[src/rtl/pwm14_pkg.sv]
package pwm14_pkg;

    localparam int ADDR_W = 2;

    typedef enum logic [ADDR_W-1:0] {
        REG_CTRL    = 2'd0,
        REG_DUTY_LO = 2'd1,
        REG_DUTY_HI = 2'd2
    } reg_sel_e;

endpackage

[src/rtl/pwm14_regs.sv]
module pwm14_regs
    import pwm14_pkg::*;
#(
    parameter int DUTY_W = 14,
    parameter int BUS_W  = 8
) (
    input  logic              clk,
    input  logic              rst_n,
    input  logic              wr_en,
    input  logic [ADDR_W-1:0] addr,
    input  logic [BUS_W-1:0]  wdata,
    output logic [DUTY_W-1:0] staged_o,
    output logic              sel_o
);
    localparam int HI_W = DUTY_W - BUS_W;

    typedef struct packed {
        logic [BUS_W-1:0]  hold;
        logic [DUTY_W-1:0] staged;
        logic              sel;
    } regs_s;

    regs_s r_d, r_q;

    always_comb begin
        r_d = r_q;
        if (wr_en) begin
            case (addr)
                REG_CTRL:    r_d.sel    = wdata[0];
                REG_DUTY_LO: r_d.hold   = wdata;
                REG_DUTY_HI: r_d.staged = {wdata[HI_W-1:0], r_q.hold};
                default:     r_d = r_q;
            endcase
        end
    end

    always_ff @(posedge clk) begin
        if (!rst_n) r_q <= '0;
        else        r_q <= r_d;
    end

    assign staged_o = r_q.staged;
    assign sel_o    = r_q.sel;

    // a low-byte write leaves the staged duty untouched
    a_r3_low_keeps_staged: assert property (@(posedge clk) disable iff (!rst_n)
        (wr_en && addr == REG_DUTY_LO) |=> $stable(r_q.staged));

    // a high-part write stages the combined word
    a_r4_high_stages_word: assert property (@(posedge clk) disable iff (!rst_n)
        (wr_en && addr == REG_DUTY_HI) |=>
            (r_q.staged == {$past(wdata[HI_W-1:0]), $past(r_q.hold)}));
endmodule

[src/rtl/pwm14_prescale.sv]
module pwm14_prescale (
    input  logic clk,
    input  logic rst_n,
    input  logic sel_i,
    input  logic wrap_i,
    output logic step_o
);
    logic ph_d, ph_q;

    always_comb begin
        ph_d = wrap_i ? 1'b0 : ~ph_q;
    end

    always_ff @(posedge clk) begin
        if (!rst_n) ph_q <= 1'b0;
        else        ph_q <= ph_d;
    end

    assign step_o = !sel_i || ph_q;

    // with the slow clock selected, steps are never on adjacent cycles
    a_r6_no_back_to_back: assert property (@(posedge clk) disable iff (!rst_n)
        (sel_i && step_o) |=> (!step_o || !sel_i));
endmodule

[src/rtl/pwm14_gen.sv]
module pwm14_gen #(
    parameter int DUTY_W = 14
) (
    input  logic              clk,
    input  logic              rst_n,
    input  logic              step_i,
    input  logic [DUTY_W-1:0] staged_i,
    output logic              wrap_o,
    output logic              pwm_o
);
    localparam logic [DUTY_W-1:0] CNT_MAX = {DUTY_W{1'b1}};

    typedef struct packed {
        logic [DUTY_W-1:0] cnt;
        logic [DUTY_W-1:0] active;
        logic              out;
    } gen_s;

    gen_s g_d, g_q;

    always_comb begin
        g_d = g_q;
        if (step_i) begin
            if (g_q.cnt == CNT_MAX) begin
                g_d.cnt    = '0;
                g_d.active = staged_i;
            end else begin
                g_d.cnt = g_q.cnt + 1'b1;
            end
        end
        g_d.out = (g_d.cnt < g_d.active);
    end

    always_ff @(posedge clk) begin
        if (!rst_n) g_q <= '0;
        else        g_q <= g_d;
    end

    assign wrap_o = step_i && (g_q.cnt == CNT_MAX);
    assign pwm_o  = g_q.out;

    // the counter advances by exactly one on a non-wrapping step
    a_r5_count_advances: assert property (@(posedge clk) disable iff (!rst_n)
        (step_i && g_q.cnt != CNT_MAX) |=> (g_q.cnt == DUTY_W'($past(g_q.cnt) + 1'b1)));

    // the active duty only changes as a new period begins
    a_r8_active_at_wrap: assert property (@(posedge clk) disable iff (!rst_n)
        !$stable(g_q.active) |-> (g_q.cnt == '0));

    // the output only rises at a period start
    a_r7_rise_at_start: assert property (@(posedge clk) disable iff (!rst_n)
        $rose(g_q.out) |-> (g_q.cnt == '0));
endmodule

[src/rtl/pwm14_split.sv]
module pwm14_split
    import pwm14_pkg::*;
#(
    parameter int DUTY_W = 14,
    parameter int BUS_W  = 8
) (
    input  logic              clk,
    input  logic              rst_n,
    input  logic              wr_en,
    input  logic              rd_en,
    input  logic [ADDR_W-1:0] addr,
    input  logic [BUS_W-1:0]  wdata,
    output logic [BUS_W-1:0]  rd_data,
    output logic              pwm_out
);
    logic [DUTY_W-1:0] staged;
    logic              sel;
    logic              step;
    logic              wrap;

    pwm14_regs #(.DUTY_W(DUTY_W), .BUS_W(BUS_W)) u_regs (
        .clk      (clk),
        .rst_n    (rst_n),
        .wr_en    (wr_en),
        .addr     (addr),
        .wdata    (wdata),
        .staged_o (staged),
        .sel_o    (sel)
    );

    pwm14_prescale u_prescale (
        .clk    (clk),
        .rst_n  (rst_n),
        .sel_i  (sel),
        .wrap_i (wrap),
        .step_o (step)
    );

    pwm14_gen #(.DUTY_W(DUTY_W)) u_gen (
        .clk      (clk),
        .rst_n    (rst_n),
        .step_i   (step),
        .staged_i (staged),
        .wrap_o   (wrap),
        .pwm_o    (pwm_out)
    );

    // write-only registers read back as all ones
    assign rd_data = rd_en ? {BUS_W{1'b1}} : '0;
endmodule

[config.mk]
export PLATFORM = sky130hd
export DESIGN_NAME = pwm14_split
export DESIGN_NICKNAME = d
export VERILOG_FILES = /design/src/rtl/pwm14_pkg.sv /design/src/rtl/pwm14_regs.sv /design/src/rtl/pwm14_prescale.sv /design/src/rtl/pwm14_gen.sv /design/src/rtl/pwm14_split.sv
export SDC_FILE = /design/constraint.sdc
export NUM_CORES = 1
export LEC_CHECK = 0
export CORE_UTILIZATION = 50
export DETAILED_ROUTE_END_ITERATION = 8
export HOLD_SLACK_MARGIN = 0.08
export PLACE_DENSITY = 0.71
export SKIP_LAST_GASP = 1
export SLEW_MARGIN = 5
export SYNTH_ARGS = -nofsm -noshare
export SYNTH_HDL_FRONTEND = slang
export SYNTH_SLANG_ARGS = --single-unit
[constraint.sdc]
create_clock -name clk -period 3.32 [get_ports clk]
set_input_delay 0.83 -clock clk [delete_from_list [all_inputs] [get_ports clk]]
set_output_delay 0.83 -clock clk [all_outputs]
set_load 0.01 [all_outputs]
; Yosys cells after proc, flatten, opt, wreduce, memory -nomap -nowiden
; Cells that the tools add are included.
[word_totals]
regBits = 53
output_inout_bits = 9
elab_cells = 26
[classes]
n_addsub = 1
magnitude_cmp = 1
eq_ne = 3
n_mux = 4
bitwise = 2
n_reduce_logical = 8
[op_table]
columns = cell, n
row1 = $mux W14, 2
row2 = $mux W28, 1
row3 = $add A14 B1 Y14 const B, 1
row4 = $eq A14 B14 Y1 const B, 1
row5 = $lt A14 B14 Y1, 1
row6 = $mux W8, 1
row7 = $reduce_and A2 Y1, 3
row8 = $eq A2 B1 Y1 const B, 1
row9 = $eq A2 B2 Y1 const B, 1
row10 = $logic_not A2 Y1, 1
row11 = $not A1 Y1, 2
row12 = $reduce_or A2 Y1, 1
row13 = $logic_and A1 B1 Y1, 1
row14 = $logic_not A1 Y1, 1
row15 = $logic_or A1 B1 Y1, 1

; Logic depth before layout (Yosys ltp)
[depth]
word_depth = 4
ltp_mapped = 12
depth_no_buf = 12

; Cells and area by module
; From an unflattened synthesis, not the netlist that was laid out.
[unflattened]
hier_cells = 277
area_unflattened_um2 = 2650.0
[by_module_without_submodules]
columns = module, instances, cells_per_inst, area_per_inst_um2, seq_area_each_um2
row1 = pwm14_gen, 1, 166, 1566.5, 580.6
row2 = pwm14_regs, 1, 100, 984.7, 460.4
row3 = pwm14_split, 1, 8, 60.1, 0.0
row4 = pwm14_prescale, 1, 3, 38.8, 20.0

; Worst setup path after synthesis
; OpenSTA, ideal clock, no wires.
[synth_path]
path_type = reg-to-reg
startpoint = register u_gen.g_q[15] (netlist name)
endpoint = register u_gen.g_q, in the netlist u_gen.pwm_o
setup_time_ps = 70
t_arrival_ps = 2740
t_required_ps = 3250
setup_slack_ps = 510
path_stages_with_launch = 13
cell_sequence = dfxtp_1 -> ha_1 -> nand4_1 -> nor4_4 -> nand2_4 -> buf_6 -> mux2i_1 -> ha_1 -> a41o_1 -> a211oi_1 -> o211a_1 -> a21bo_2 -> a21oi_1
[synth_between]
elab_chain_len = 4
elab_cells_between_ends = 6
[synth_rtl]
columns = element, line
row1 = start: declaration, pwm14_gen.sv:19  ; gen_s g_d, g_q;
row2 = start signal: assignment, pwm14_gen.sv:36  ; else g_q <= g_d;
row3 = $add A14 B1 Y14 / $eq A14 B14 Y1 (equally long branches), "pwm14_gen.sv:28, pwm14_gen.sv:24"
row4 = $mux W14, pwm14_gen.sv:24  ; if (g_q.cnt == CNT_MAX) begin
row5 = $mux W28 (*), pwm14_gen.sv:23  ; if (step_i) begin
row6 = $lt A14 B14 Y1 (*), pwm14_gen.sv:31  ; g_d.out = (g_d.cnt < g_d.active);
; Every way passes the cells marked *; elsewhere a longest branch is shown, timed or not.
; A chain may end at the register's enable or synchronous reset.

==> impl_metrics.json <==
{
  "status": "completed",
  "cts_hold_buf": 0,
  "die_w_um": 73.4,
  "netlist_top_cells_area": "dfxtp_1, mux2i_1, ha_1, nor2b_1, nand2_1",
  "period_minus_slack_ns": 2.98,
  "tns_ns": 0,
  "synth-async-reset-ratio_pct": 0,
  "r2r-start": "u_gen.g_q[15]$_SDFF_PN0_",
  "drv_cap": 0,
  "vias": 1784,
  "grt_first_pass_wirelength_um": 8000,
  "p_leak_uw": 0.00123,
  "synthSimpleGateAreaFrac_pct": 24.8,
  "synth.top_cell.area_share_pct": 41.6,
  "fillers": 445,
  "rsz0062_at_grt": "false",
  "cts_buffers": 5,
  "synth_flop_cell": "dfxtp_1",
  "gp_congestion": 0.802,
  "p_per_area_nw_per_um2": 429,
  "synthXorXnorAreaFrac_pct": 3.78,
  "num_rows": 25,
  "period_share_pct": 89.7,
  "crit_path_end": "u_gen.pwm_o$_SDFF_PN0_",
  "peakVddDrop_uv": 273,
  "min_path_type": "flip-flop to flip-flop",
  "wl_um": 4570,
  "nets": 302,
  "worstSkewPairLatency_ns": 0.31,
  "syn_area_um2": 2550,
  "area_growth_pct": 9.72,
  "crit_fanout": 5,
  "yosysMostFrequentCell": "dfxtp_1",
  "worstMarginPinSlew_ns": 0.661,
  "start_util_pct": 52.9,
  "seq_area_frac_synth_pct": 41.6,
  "port_buffers": 13,
  "muxShareOfSynthArea_pct": 8.64,
  "r2r_setup_slack_ns": 0.34,
  "drcViolationCount": 0,
  "syn_inst": 270,
  "reg2reg_depth": 12,
  "cts_setup_buffers": 0,
  "grt_antenna_before_repair": 0,
  "cts_buffer_depth": 2,
  "chipHeight_um": 73.4,
  "grt_start_max_net_pins": 38,
  "core-area_um2": 4820,
  "yosys.area.top_type": "dfxtp_1",
  "required_ns": 3.56,
  "cts_tree": "built",
  "cp-startpoint": "u_gen.g_q[15]$_SDFF_PN0_",
  "seq_area_um2": 1060,
  "multi_input_area_um2": 1380,
  "diodes": 0,
  "cts_root_buffer": "clkbuf_8",
  "synth_cell_type_count": 42,
  "grt_usage_pct": 19.6,
  "ys_warn_count": 0,
  "cp-end-kind": "flip-flop",
  "synth_top_family_by_area": "simple AND/OR/NAND/NOR gates",
  "cp.arrival_ns": 3.22,
  "fin_cells": 342,
  "start_kind": "flip-flop",
  "first_pass_iters": 4,
  "setup-violations-final": 0,
  "path_class": "flip-flop to flip-flop",
  "synthAdderAreaFrac_pct": 6.87,
  "synth-seq-cells": 53,
  "netlist_top_cells_count": "dfxtp_1, nand2_1, nor2b_1",
  "finalHoldViolations": 0,
  "timing.rr.end": "u_gen.pwm_o$_SDFF_PN0_",
  "skew_ns": 0.00663,
  "ant_nets": 0,
  "dpl.cell_count": 334,
  "drt_iter0_markers": 106,
  "ioPinCount": 23,
  "max_freq_mhz": 336,
  "routedWlPerCell_um": 13.4,
  "dpl.hpwl_um": 3470,
  "clk_pin_slew_ns": 0.09,
  "synth_edf_count": 0,
  "synth-compound-area-share_pct": 9.62,
  "drv_slew": 0,
  "synth_fp_nets": 298,
  "first_global_vias": 1701,
  "max-slew-margin-rel_pct": 55.5,
  "routed_via_density": 5.22,
  "dieArea_um2": 5390,
  "drive_above_1_share_pct": 7.27,
  "overflow": 0,
  "syn_area_per_cell_um2": 9.44,
  "clock_sinks": 53,
  "h-tree-depth": 2,
  "holdPathStages": 1
}
-- state kept, by name (all words and copies together), names as in the netlist --
| register | cells |
|---|---|
| u_regs.sel_o | 1 |
| u_prescale.ph_q | 1 |
| u_gen.pwm_o | 1 |
| u_regs.staged_o | 14 |
| u_gen.g_q | 28 |
| u_regs.r_q | 8 |
-- worst max-delay path: stages, from the launching register on --
cell and delay, ns:
dfxtp_1 0.41, ha_1 0.21, nand4_1 0.16, or4_1 0.53, nor2_1 0.16, buf_4 0.15
nor2_1 0.05, ha_1 0.29, a41o_1 0.21, a211oi_2 0.24, o211a_1 0.17, a21bo_2 0.21
a21oi_1 0.12
-- cells by family after synthesis --
logic type / Yosys count
compound gates: 34
fa+ha+maj: 14
flops: 53
buf+inv: 21
mux: 22
simple gates: 115
xor+xnor: 11
-- area by class of cell --
class                           instances  share of cell area, %
Timing Repair Buffer                   16                   5.46
Inverter                                2                  0.268
Tap cell                               67                   3.00
Multi-Input combinational cell        196                   49.2
Sequential cell                        53                   37.9
Clock inverter                          3                   1.70
Clock buffer                            5                   2.46
-- where the power goes --
group          total [µW]  switching, µW  leakage [µW]  internal (µW)
registers             658           9.45      0.000429            649
logic                91.4           41.6      0.000743           49.7
clock network         451            221     0.0000591            230
-- how the worst min path moves through the flow --
stage / from / to
after floorplan: u_prescale.ph_q$_SDFF_PP0_ / u_prescale.ph_q$_SDFF_PP0_
after global placement: u_prescale.ph_q$_SDFF_PP0_ / u_prescale.ph_q$_SDFF_PP0_
after detailed placement: u_prescale.ph_q$_SDFF_PP0_ / u_prescale.ph_q$_SDFF_PP0_
after CTS: u_prescale.ph_q$_SDFF_PP0_ / u_prescale.ph_q$_SDFF_PP0_
after global routing: u_prescale.ph_q$_SDFF_PP0_ / u_prescale.ph_q$_SDFF_PP0_
final: u_prescale.ph_q$_SDFF_PP0_ / u_prescale.ph_q$_SDFF_PP0_
-- per-layer routing --
metal  track usage (%)  vias up  share of wire, %
li1                  -      920                 -
met1              27.1      837                50
met2              30.9       19                46
met3              3.98        8               2.3
met4              6.41        0               1.4
met5                 0        -                 0
-- stage by stage --
stage / area (µm²) / hold WS (ns) / power, µW / setup WS (ns) / utilization (%)
after global routing: 2800 / 0.478 / 1250 / 0.108 / 58.1
final: 2800 / 0.442 / 1200 / 0.343 / 58.1
after floorplan: 2550 / 0.407 / 738 / 0.510 / -
after CTS: 2790 / 0.438 / 1210 / 0.286 / 57.9
after detailed placement: 2680 / 0.423 / 762 / 0.330 / 55.5
after global placement: 2680 / 0.417 / 760 / 0.452 / 55.5
-- cells in the final DEF (no fill, tap or decap), types with 2 or more instances in the layout --
cell type / count
a21boi_0: 16
a21o_1: 3
a21oi_1: 5
and2_1: 5
and3_1: 2
buf_4: 3
clkbuf_8: 5
clkdlybuf4s50_1: 13
dfxtp_1: 53
ha_1: 14
inv_1: 2
inv_6: 2
mux2i_1: 22
nand2_1: 42
nand2b_1: 2
nand3_1: 3
nand3b_1: 2
nand4_1: 6
nor2_1: 14
nor2b_1: 26
nor3_1: 2
o21ai_0: 3
xnor2_1: 3
xor2_1: 8
-- timing repair --
action,CTS,global route
resized for setup,0,1
endpoints found under the hold margin,0,0
setup endpoints to repair,0,1
(Power assumes the default switching activity.)
